`config.mk`:
```
export PLATFORM = sky130hd
export DESIGN_NAME = dual_conv_port
export DESIGN_NICKNAME = d
export VERILOG_FILES = /design/src/rtl/dcp_pkg.sv /design/src/rtl/dcp_cfg_ctrl.sv /design/src/rtl/dcp_tx_lane.sv /design/src/rtl/dcp_rx_lane.sv /design/src/rtl/dcp_bus_map.sv /design/src/rtl/dual_conv_port.sv
export SDC_FILE = /design/constraint.sdc
export NUM_CORES = 1
export LEC_CHECK = 0
export ABC_AREA = 1
export BUFFER_PORTS_ARGS = -buffer_cell sky130_fd_sc_hd__buf_4
export CORE_MARGIN = 2
export CORE_UTILIZATION = 40
export DETAILED_ROUTE_END_ITERATION = 12
export PLACE_DENSITY_LB_ADDON = 0.25
export SYNTH_ARGS = -nofsm -noshare
export SYNTH_HDL_FRONTEND = slang
export SYNTH_SLANG_ARGS = --single-unit
```
`constraint.sdc`:
```
create_clock -name clk -period 2.1 [get_ports clk]
set_input_delay 0.105 -clock clk [delete_from_list [all_inputs] [get_ports clk]]
set_output_delay 0.105 -clock clk [all_outputs]
set_load 0.02 [all_outputs]
```
`src/rtl/dcp_pkg.sv`:
```
package dcp_pkg;

  typedef enum logic [1:0] {
    BUS_FD   = 2'd0,
    BUS_HD12 = 2'd1,
    BUS_HD24 = 2'd2
  } bus_mode_e;

  typedef struct packed {
    bus_mode_e mode;
    logic      tx_dir;
  } port_cfg_t;

  // Code 3 is an alias of the 12-bit half-duplex layout.
  function automatic bus_mode_e norm_mode(input logic [1:0] code);
    case (code)
      2'd0:    return BUS_FD;
      2'd2:    return BUS_HD24;
      default: return BUS_HD12;
    endcase
  endfunction

  function automatic logic mode_interleaved(input bus_mode_e m);
    return m != BUS_HD24;
  endfunction

  function automatic logic tx_enabled(input port_cfg_t c);
    return (c.mode == BUS_FD) || c.tx_dir;
  endfunction

  function automatic logic rx_enabled(input port_cfg_t c);
    return (c.mode == BUS_FD) || !c.tx_dir;
  endfunction

endpackage

```
`src/rtl/dcp_cfg_ctrl.sv`:
```
module dcp_cfg_ctrl
  import dcp_pkg::*;
(
  input  logic      clk,
  input  logic      rst_n,
  input  logic [1:0] mode_code,
  input  logic      dir_req,
  input  logic      tx_at_a,
  input  logic      rx_at_a,
  output port_cfg_t act,
  output logic      chg_pending
);

  port_cfg_t req;
  logic      chg_apply;

  always_comb begin
    req = '{mode: norm_mode(mode_code), tx_dir: dir_req};
  end

  assign chg_pending = (req != act);
  assign chg_apply   = chg_pending && tx_at_a && rx_at_a;

  always_ff @(posedge clk) begin
    if (!rst_n) begin
      act <= '{mode: BUS_HD12, tx_dir: 1'b0};
    end else if (chg_apply) begin
      act <= req;
    end
  end

  AST_CFG_HOLD: assert property (@(posedge clk) disable iff (!rst_n)
    !chg_apply |=> $stable(act));
  AST_CFG_TAKE: assert property (@(posedge clk) disable iff (!rst_n)
    chg_apply |=> (act == $past(req)));

endmodule

```
`src/rtl/dcp_tx_lane.sv`:
```
module dcp_tx_lane
  import dcp_pkg::*;
#(
  parameter int W = 12
) (
  input  logic         clk,
  input  logic         rst_n,
  input  port_cfg_t    act,
  input  logic         chg_pending,
  input  logic         tx_valid,
  output logic         tx_ready,
  input  logic [W-1:0] tx_a,
  input  logic [W-1:0] tx_b,
  output logic [W-1:0] word_hi,
  output logic [W-1:0] word_lo,
  output logic         sync_q,
  output logic         at_a
);

  logic         ph_b;
  logic [W-1:0] hold_b;
  logic         il;
  logic         active;
  logic         accept;

  assign il       = mode_interleaved(act.mode);
  assign active   = tx_enabled(act);
  assign tx_ready = active && !chg_pending && !ph_b;
  assign accept   = tx_valid && tx_ready;
  assign at_a     = !ph_b;

  always_ff @(posedge clk) begin
    if (!rst_n) begin
      ph_b    <= 1'b0;
      hold_b  <= '0;
      word_hi <= '0;
      word_lo <= '0;
      sync_q  <= 1'b0;
    end else if (ph_b) begin
      word_hi <= hold_b;
      word_lo <= '0;
      sync_q  <= 1'b0;
      ph_b    <= 1'b0;
    end else if (accept && il) begin
      word_hi <= tx_a;
      word_lo <= '0;
      hold_b  <= tx_b;
      sync_q  <= 1'b1;
      ph_b    <= 1'b1;
    end else if (accept) begin
      word_hi <= tx_a;
      word_lo <= tx_b;
      sync_q  <= 1'b0;
    end else begin
      word_hi <= '0;
      word_lo <= '0;
      sync_q  <= 1'b0;
    end
  end

  AST_TX_A_FIRST: assert property (@(posedge clk) disable iff (!rst_n)
    (accept && il) |=> (sync_q && (word_hi == $past(tx_a))));
  AST_TX_B_NEXT: assert property (@(posedge clk) disable iff (!rst_n)
    ph_b |=> (!sync_q && (word_hi == $past(hold_b))));
  AST_TX_HALF_RATE: assert property (@(posedge clk) disable iff (!rst_n)
    ph_b |-> !tx_ready);
  AST_TX_PARALLEL: assert property (@(posedge clk) disable iff (!rst_n)
    (accept && !il) |=> ((word_hi == $past(tx_a)) && (word_lo == $past(tx_b))));
  AST_TX_QUIET: assert property (@(posedge clk) disable iff (!rst_n)
    !active |-> !tx_ready);

endmodule

```
`src/rtl/dcp_rx_lane.sv`:
```
module dcp_rx_lane
  import dcp_pkg::*;
#(
  parameter int W = 12
) (
  input  logic         clk,
  input  logic         rst_n,
  input  port_cfg_t    act,
  input  logic         chg_pending,
  input  logic [W-1:0] word,
  input  logic         sync,
  input  logic [W-1:0] par_a,
  input  logic [W-1:0] par_b,
  output logic         rx_valid,
  output logic [W-1:0] rx_a,
  output logic [W-1:0] rx_b,
  output logic         frame_err,
  output logic         at_a
);

  logic         ph_b;
  logic [W-1:0] hold_a;
  logic         il;
  logic         active;
  logic         take;
  logic         ev_a;
  logic         ev_b_ok;
  logic         ev_lone_b;
  logic         ev_par;

  assign il        = mode_interleaved(act.mode);
  assign active    = rx_enabled(act);
  // A pending change lets a started pair finish but starts no new one.
  assign take      = active && !(chg_pending && !ph_b);
  assign ev_a      = take && il && sync;
  assign ev_b_ok   = take && il && !sync && ph_b;
  assign ev_lone_b = take && il && !sync && !ph_b;
  assign ev_par    = take && !il;
  assign at_a      = !ph_b;

  always_ff @(posedge clk) begin
    if (!rst_n) begin
      ph_b      <= 1'b0;
      hold_a    <= '0;
      rx_valid  <= 1'b0;
      rx_a      <= '0;
      rx_b      <= '0;
      frame_err <= 1'b0;
    end else begin
      rx_valid <= 1'b0;
      if (ev_a) begin
        hold_a <= word;
        ph_b   <= 1'b1;
      end
      if (ev_b_ok) begin
        rx_a     <= hold_a;
        rx_b     <= word;
        rx_valid <= 1'b1;
        ph_b     <= 1'b0;
      end
      if (ev_lone_b) begin
        frame_err <= 1'b1;
      end
      if (ev_par) begin
        rx_a     <= par_a;
        rx_b     <= par_b;
        rx_valid <= 1'b1;
      end
    end
  end

  AST_ERR_STICKY: assert property (@(posedge clk) disable iff (!rst_n)
    frame_err |=> frame_err);
  AST_LONE_B_DROP: assert property (@(posedge clk) disable iff (!rst_n)
    ev_lone_b |=> (!rx_valid && frame_err));
  AST_PAIR_OUT: assert property (@(posedge clk) disable iff (!rst_n)
    ev_b_ok |=> (rx_valid && (rx_a == $past(hold_a)) && (rx_b == $past(word))));
  AST_RX_SILENT: assert property (@(posedge clk) disable iff (!rst_n)
    !active |=> !rx_valid);

endmodule

```
`src/rtl/dcp_bus_map.sv`:
```
module dcp_bus_map
  import dcp_pkg::*;
#(
  parameter int W = 12
) (
  input  port_cfg_t    act,
  input  logic [W-1:0] tx_hi,
  input  logic [W-1:0] tx_lo,
  input  logic         tx_sync,
  input  logic [W-1:0] up_i,
  input  logic [W-1:0] lo_i,
  input  logic         sync_rx_i,
  output logic [W-1:0] up_o,
  output logic [W-1:0] up_oe,
  output logic [W-1:0] lo_o,
  output logic [W-1:0] lo_oe,
  output logic         sync_tx_o,
  output logic [W-1:0] rx_word,
  output logic         rx_sync,
  output logic [W-1:0] rx_par_a,
  output logic [W-1:0] rx_par_b
);

  localparam int           SYNC_BIT = W - 1;
  localparam logic [W-1:0] ALL_ON   = '1;
  localparam logic [W-1:0] TOP_ONLY = {1'b1, {(W-1){1'b0}}};

  always_comb begin
    up_o      = '0;
    up_oe     = '0;
    lo_o      = '0;
    lo_oe     = '0;
    sync_tx_o = 1'b0;
    case (act.mode)
      BUS_FD: begin
        up_o      = tx_hi;
        up_oe     = ALL_ON;
        sync_tx_o = tx_sync;
      end
      BUS_HD24: begin
        if (act.tx_dir) begin
          up_o  = tx_hi;
          up_oe = ALL_ON;
          lo_o  = tx_lo;
          lo_oe = ALL_ON;
        end
      end
      default: begin
        if (act.tx_dir) begin
          up_o  = tx_hi;
          up_oe = ALL_ON;
          lo_o  = tx_sync ? TOP_ONLY : '0;
          lo_oe = TOP_ONLY;
        end
      end
    endcase
  end

  assign rx_word  = lo_i;
  assign rx_sync  = (act.mode == BUS_FD) ? sync_rx_i : up_i[SYNC_BIT];
  assign rx_par_a = lo_i;
  assign rx_par_b = up_i;

endmodule

```
`src/rtl/dual_conv_port.sv`:
```
module dual_conv_port
  import dcp_pkg::*;
#(
  parameter int W = 12
) (
  input  logic         clk,
  input  logic         rst_n,
  input  logic [1:0]   cfg_mode,
  input  logic         cfg_tx_dir,
  input  logic         tx_valid,
  output logic         tx_ready,
  input  logic [W-1:0] tx_a,
  input  logic [W-1:0] tx_b,
  output logic         rx_valid,
  output logic [W-1:0] rx_a,
  output logic [W-1:0] rx_b,
  output logic         frame_err,
  output logic [W-1:0] up_o,
  output logic [W-1:0] up_oe,
  input  logic [W-1:0] up_i,
  output logic [W-1:0] lo_o,
  output logic [W-1:0] lo_oe,
  input  logic [W-1:0] lo_i,
  output logic         sync_tx_o,
  input  logic         sync_rx_i
);

  port_cfg_t    act;
  logic         chg_pending;
  logic         tx_at_a;
  logic         rx_at_a;
  logic [W-1:0] tx_hi;
  logic [W-1:0] tx_lo;
  logic         tx_sync;
  logic [W-1:0] rx_word;
  logic         rx_sync;
  logic [W-1:0] rx_par_a;
  logic [W-1:0] rx_par_b;

  dcp_cfg_ctrl u_cfg (
    .clk         (clk),
    .rst_n       (rst_n),
    .mode_code   (cfg_mode),
    .dir_req     (cfg_tx_dir),
    .tx_at_a     (tx_at_a),
    .rx_at_a     (rx_at_a),
    .act         (act),
    .chg_pending (chg_pending)
  );

  dcp_tx_lane #(.W(W)) u_tx (
    .clk         (clk),
    .rst_n       (rst_n),
    .act         (act),
    .chg_pending (chg_pending),
    .tx_valid    (tx_valid),
    .tx_ready    (tx_ready),
    .tx_a        (tx_a),
    .tx_b        (tx_b),
    .word_hi     (tx_hi),
    .word_lo     (tx_lo),
    .sync_q      (tx_sync),
    .at_a        (tx_at_a)
  );

  dcp_rx_lane #(.W(W)) u_rx (
    .clk         (clk),
    .rst_n       (rst_n),
    .act         (act),
    .chg_pending (chg_pending),
    .word        (rx_word),
    .sync        (rx_sync),
    .par_a       (rx_par_a),
    .par_b       (rx_par_b),
    .rx_valid    (rx_valid),
    .rx_a        (rx_a),
    .rx_b        (rx_b),
    .frame_err   (frame_err),
    .at_a        (rx_at_a)
  );

  dcp_bus_map #(.W(W)) u_map (
    .act       (act),
    .tx_hi     (tx_hi),
    .tx_lo     (tx_lo),
    .tx_sync   (tx_sync),
    .up_i      (up_i),
    .lo_i      (lo_i),
    .sync_rx_i (sync_rx_i),
    .up_o      (up_o),
    .up_oe     (up_oe),
    .lo_o      (lo_o),
    .lo_oe     (lo_oe),
    .sync_tx_o (sync_tx_o),
    .rx_word   (rx_word),
    .rx_sync   (rx_sync),
    .rx_par_a  (rx_par_a),
    .rx_par_b  (rx_par_b)
  );

  AST_HD_RX_NO_DRIVE: assert property (@(posedge clk) disable iff (!rst_n)
    ((act.mode != BUS_FD) && !act.tx_dir) |-> ((up_oe == '0) && (lo_oe == '0)));
  AST_SYNC_PIN_FD_ONLY: assert property (@(posedge clk) disable iff (!rst_n)
    (act.mode != BUS_FD) |-> !sync_tx_o);

endmodule

```
== Word-level counts from Yosys, hierarchy flattened ==
Index checks and enable logic that the tools add are counted.

* Register bits after elaboration: 79
* Latch bits: 0
* Bits in writable memories: 0
* Memory bits (read-only): 0
* Memories kept: 0

* Add/subtract/negate cells: 0
* $mul: 0
* Divide/modulo/power cells: 0
* $lt $le $gt $ge: 0
* Equality and inequality tests: 4
* Shift operators: 0
* Muxes and demuxes: 23
* Bitwise logic cells: 3
* Reduce and logical (&&, ||, !) cells: 30

{| class="wikitable"
|+ Operator list
! operator !! number
|-
| $mux W12 || 15
|-
| $pmux W12 S2 || 2
|-
| $logic_and A1 B1 Y1 || 14
|-
| $logic_not A1 Y1 || 7
|-
| $mux W1 || 5
|-
| $eq A2 B2 Y1 const B || 2
|-
| $logic_not A2 Y1 || 2
|-
| $pmux W2 S2 || 1
|-
| $reduce_or A2 Y1 || 2
|-
| $reduce_or A4 Y1 || 1
|-
| $ne A3 B3 Y1 || 1
|-
| $not A1 Y1 || 3
|-
| $logic_or A1 B1 Y1 || 2
|-
| $ne A2 B2 Y1 const B || 1
|-
| $reduce_and A2 Y1 || 1
|-
| $reduce_bool A2 Y1 || 1
|}

== Depth between registers and ports, before layout ==
* Depth in word-level cells: 11
* Depth in mapped cells: 13

== Modules after synthesis ==
Synthesis repeated with hierarchy kept, for this count alone.

* Cell total of the unflattened synthesis: 603
* Area, all modules: 4307.9 sq um

{| class="wikitable"
|+ Modules (own cells, without submodules)
! module !! instances !! cells an instance !! area an instance (sq um) !! sequential area each (sq um)
|-
| dcp_rx_lane || 1 || 255 || 1891.8 || 780.7
|-
| dcp_tx_lane || 1 || 151 || 1362.6 || 740.7
|-
| dcp_bus_map || 1 || 165 || 860.8 || 0.0
|-
| dcp_cfg_ctrl || 1 || 32 || 192.7 || 60.1
|}

== Worst setup path after synthesis ==
No wires, ideal clock.

* Path type: reg2out
* Start point: register, netlist name u_cfg.act[2]
* End point: output port lo_o[11]
* Data arrival time: 1753 ps
* Slack: 242 ps
* Cell stages (with the launch flop): 7
* Path buffers: 1
* Cell sequence: dfxtp_1 -> inv_1 -> nor2_2 -> inv_2 -> buf_2 -> nor2_1 -> a32o_1

* Word-level cells in the longest chain between the ends: 2

{| class="wikitable"
|+ RTL lines
! item !! line !! source
|-
| $eq A2 B2 Y1 / $logic_not A2 Y1 (equally long branches) || dcp_bus_map.sv:34 || <nowiki>case (act.mode)</nowiki>
|-
| $pmux W12 S2 (*) || dcp_bus_map.sv:34 ||
|-
| end, declared || dual_conv_port.sv:21 || <nowiki>output logic [W-1:0] lo_o,</nowiki>
|}

Every way passes the cells marked *; elsewhere a longest branch is shown, timed or not.

== Final worst setup path ==
* Start point: register, netlist name u_cfg.act[2]
* End point: output port lo_o[11]

* Word-level cells in the longest chain between the ends: 2

{| class="wikitable"
|+ RTL lines
! item !! line
|-
| $eq A2 B2 Y1 / $logic_not A2 Y1 (equally long branches) || dcp_bus_map.sv:34
|-
| $pmux W12 S2 (*) || dcp_bus_map.sv:34
|}

Marked as above.

==> results.md <==
- The flow ran to the end, and the final reports show no timing, DRC or antenna violations.
- The data required time of the worst path is 2.00 ns.
- The fraction of the cycle the final worst path needs is 0.923.
- The via count of the first global-routing pass is 3415.
- The first global-routing pass estimated roughly 15 mm of wire.
- The post-DP HPWL is around 6.6 mm.
- The worst hold margin is 0.00776 ns.
- The count of mapped cells out of synthesis is 533.
- Across every metal layer, demand over resource in global routing totals 0.192.
- The peak supply drop is around 0.39 mV.
- For the worst setup path, the data arrival time is between 1.5 and 2 ns.
- The number of hold violations in the final report came to 0.
- At the end of routability-driven placement, the weighted congestion stood at slightly above 0.8.
- The initial standard-cell utilization of the core is 0.412.
- For this run, the number of standard cells in the final layout without fillers is between 700 and 800.
- Dividing total power by cell area gives a power density of 794 mW/mm^2.
- Fill cells in the final layout number 844.
- The maximum frequency from static timing analysis is approximately 0.52 GHz.
- The routed length per instance is 12.1 um.
- Entering global routing, the biggest net connects 39 pins.
- The count of cells along the worst register-to-register path is 9.
- The number of antenna violations at the first check in global routing came to 0.
- The worst pin sits at a relative slew slack of 0.663.
- The setup clock skew after layout is 0.0154 ns.
- The fraction of registers with async set/reset is 0.
- By startpoint and endpoint, the worst setup path is classified as flop to primary output.
- Summed over all failing endpoints, the final setup total negative slack is 0 ns.
- The row count is 34.
- The die covers between 0.009 and 0.01 mm^2.
- The worst setup path is captured at a primary output.
- The violation count after the first detailed-route iteration is between 100 and 150.
- Once placement completed, the tool counted placed cells totaling 732.
- The number of flops mapped to enable cells by yosys is 0.
- The horizontal die dimension is between 90 and 100 um.
- The number of warning messages in the yosys log is 0.
- The post-synthesis instance area is about 0.0036 mm^2.
- The number of iterations in the first detailed-routing pass is 4.
- Counting flops and latches in the post-synthesis netlist gives between 70 and 80.
- For this design, the sink count on the clock tree is 79.
- From synthesis to final layout, the design area changed by 36.5%.
- In this run the worst hold path is classified as input pin to flop.
- TritonCTS built the clock tree.
- The total overflow left after global routing is 0.
- The number of antenna repair diodes is 0.
- The H-tree level count is 3.
- In this run the remaining antenna-violating nets after routing total 0.
- The minimum clock period is between 1.5 and 2 ns.
- The height of the chip is ~99 um.
- The count of different cell masters after synthesis is 26.
- The number of maximum-capacitance constraint violations is 0.
- In this design, the stage delay of the slowest critical-path cell is ~0.39 ns.
- During I/O placement, the number of pins put on the boundary was ~130.
- The largest individual stage delay along the critical path comes from the cell dfxtp_1.
- For this block, the routed nets add up to 9.26 mm of wire.
- The tree is rooted in a clkbuf_8.
- The total count of max-transition violations in the final report is 0.
- The number of CTS-inserted buffers is 9.
- The area of the core is 0.00868 mm^2.
- The clock passes through at most 2 buffers.
- The worst setup path is launched from a flop.
- The final core area utilization is 0.563.
- Setup violations remaining at the end of the flow were counted as 0.
- The peak fanout along the critical path is 26.
- The leakage power total is approximately 2.3 nW.
- The critical path goes through inv_1 > nor2_2 > inv_2 > buf_6 > nor2_1 > buf_4 > a32o_1 > buf_4.
- The net count of the finished layout is approximately 710.
- In this design, the critical path's most frequently occurring cell is buf_4.
- The number of nets in the synthesized netlist is 588.
- The clock-pin slew on the worst setup and hold paths is 0.07 ns.
- The synthesized area per cell is around 6.7 um^2.
- Setup repair after global routing left no endpoint under its margin.
- The final routed DRC violation total is 0.
- The transition at the pin with the smallest max-transition slack is 0.504 ns.
- Input and output buffers added on the ports amount to 130.
- The worst hold path passes through 3 cells.
- The routed via count is 3611.
- Of the synthesized area, sequential elements account for 0.442.
- The design draws a little under 0.004 W.
- In the routed layout, each cell is associated on average with a via count of 4.71.
- The insertion delay of the later-clocked pin in the worst-skew pair is 0.36 ns.
- The most frequently used flop master after synthesis is dfxtp_1.
- In the final layout, the share of cells above drive strength 1 is 0.264.
==> cells in the mapped netlist, types with 2 or more instances <==
library cell	n	share of area
buf_1	2	0.0021
nor2_2	2	0.0035
inv_1	60	0.063
nand3_1	21	0.029
o21ai_0	13	0.018
a21oi_1	47	0.066
buf_4	25	0.052
nor3_2	2	0.0056
buf_2	10	0.014
clkbuf_1	14	0.015
inv_2	4	0.0042
nand4_1	3	0.0052
nor2_1	83	0.087
dfxtp_1	79	0.44
nand2_1	144	0.15
o21ai_1	14	0.020
==> kinds of logic after synthesis <==
group	count (synthesis)	synth area share
buffers and inverters	115	0.150
flip-flops	79	0.442
AND/OR/NAND/NOR	260	0.292
AO/OA/AOI/OAI	79	0.115
==> path summary, 6_finish.rpt <==
kind / from / end / slack [ns]
min reg2reg: u_tx.hold_b[4]$_SDFFE_PN0P_ / u_tx.word_hi[4]$_SDFF_PN0_ / 0.46
max reg2reg: u_cfg.act[1]$_SDFFE_PN1P_ / u_rx.rx_b[3]$_SDFFE_PN0P_ / 0.31
max: u_cfg.act[2]$_SDFFE_PN0P_ / lo_o[11] / 0.16
min: tx_a[10] / u_tx.word_hi[10]$_SDFF_PN0_ / 0.008
==> per-stage QoR <==
step | worst slack [ns] | instance area (um^2)
floorplan | 0.242 | 3580
global placement | 0.251 | 4510
detailed placement | 0.165 | 4510
CTS | 0.0622 | 4870
global route | 0.0292 | 4880
finish | 0.162 | 4880
==> state kept, by name (all words and copies together) (netlist names) <==
name            flops
u_rx.hold_a        12
u_rx.rx_a          12
u_rx.rx_b          12
u_tx.hold_b        12
u_tx.word_hi       12
u_tx.word_lo       12
u_cfg.act           3
u_rx.frame_err      1
u_rx.ph_b           1
u_rx.rx_valid       1
u_tx.sync_q         1
==> cells in the final DEF (no fill, tap or decap), drive strengths merged <==
cell,instances
a211oi,1
a21oi,48
a32o,1
and2,1
buf,143
clkbuf,10
clkinv,2
clkinvlp,2
dfxtp,79
dlygate4sd3,18
inv,66
nand2,145
nand3,21
nand3b,1
nand4,3
nor2,86
nor3,3
o211ai,1
o21ai,28
==> cell type report <==
cell class | instances | area (um^2) | area share
clock buffer | 10 | 138 | 0.0282
inverter | 64 | 240 | 0.0492
tap | 108 | 135 | 0.0277
sequential | 79 | 1580 | 0.324
timing repair buffer | 161 | 1280 | 0.263
clock inverter | 6 | 42.5 | 0.00871
multi-input combinational | 339 | 1460 | 0.299
==> where the power goes <==
group / internal [W] / switching, W / total [W]
combinational: 0.000454 / 0.000694 / 0.00115
clock: 0.000465 / 0.000573 / 0.00104
sequential: 0.00162 / 0.0000688 / 0.00169
==> layer usage <==
layer / share of wire / global-route usage / vias up
met5: 0 / 0 / -
met4: 0.014 / 0.0611 / 0
met3: 0.069 / 0.0582 / 13
met2: 0.48 / 0.322 / 109
met1: 0.44 / 0.238 / 1637
li1: - / - / 1852
==> worst max-delay path, delay by kind of cell, from the launching register on <==
kind | cells | cell delay, ns
buffers and inverters | 5 | 0.68
flip-flops | 1 | 0.39
AND/OR/NAND/NOR | 2 | 0.27
AO/OA/AOI/OAI | 1 | 0.14
==> what timing repair did <==
item                       4_1_cts  5_1_grt
hold endpoints to repair        18        0
hold buffers                    18        0
setup endpoints to repair        0       32
gates resized for setup          0        3
setup buffers                    0        1
No activity file was read; power rests on OpenSTA's default activity.
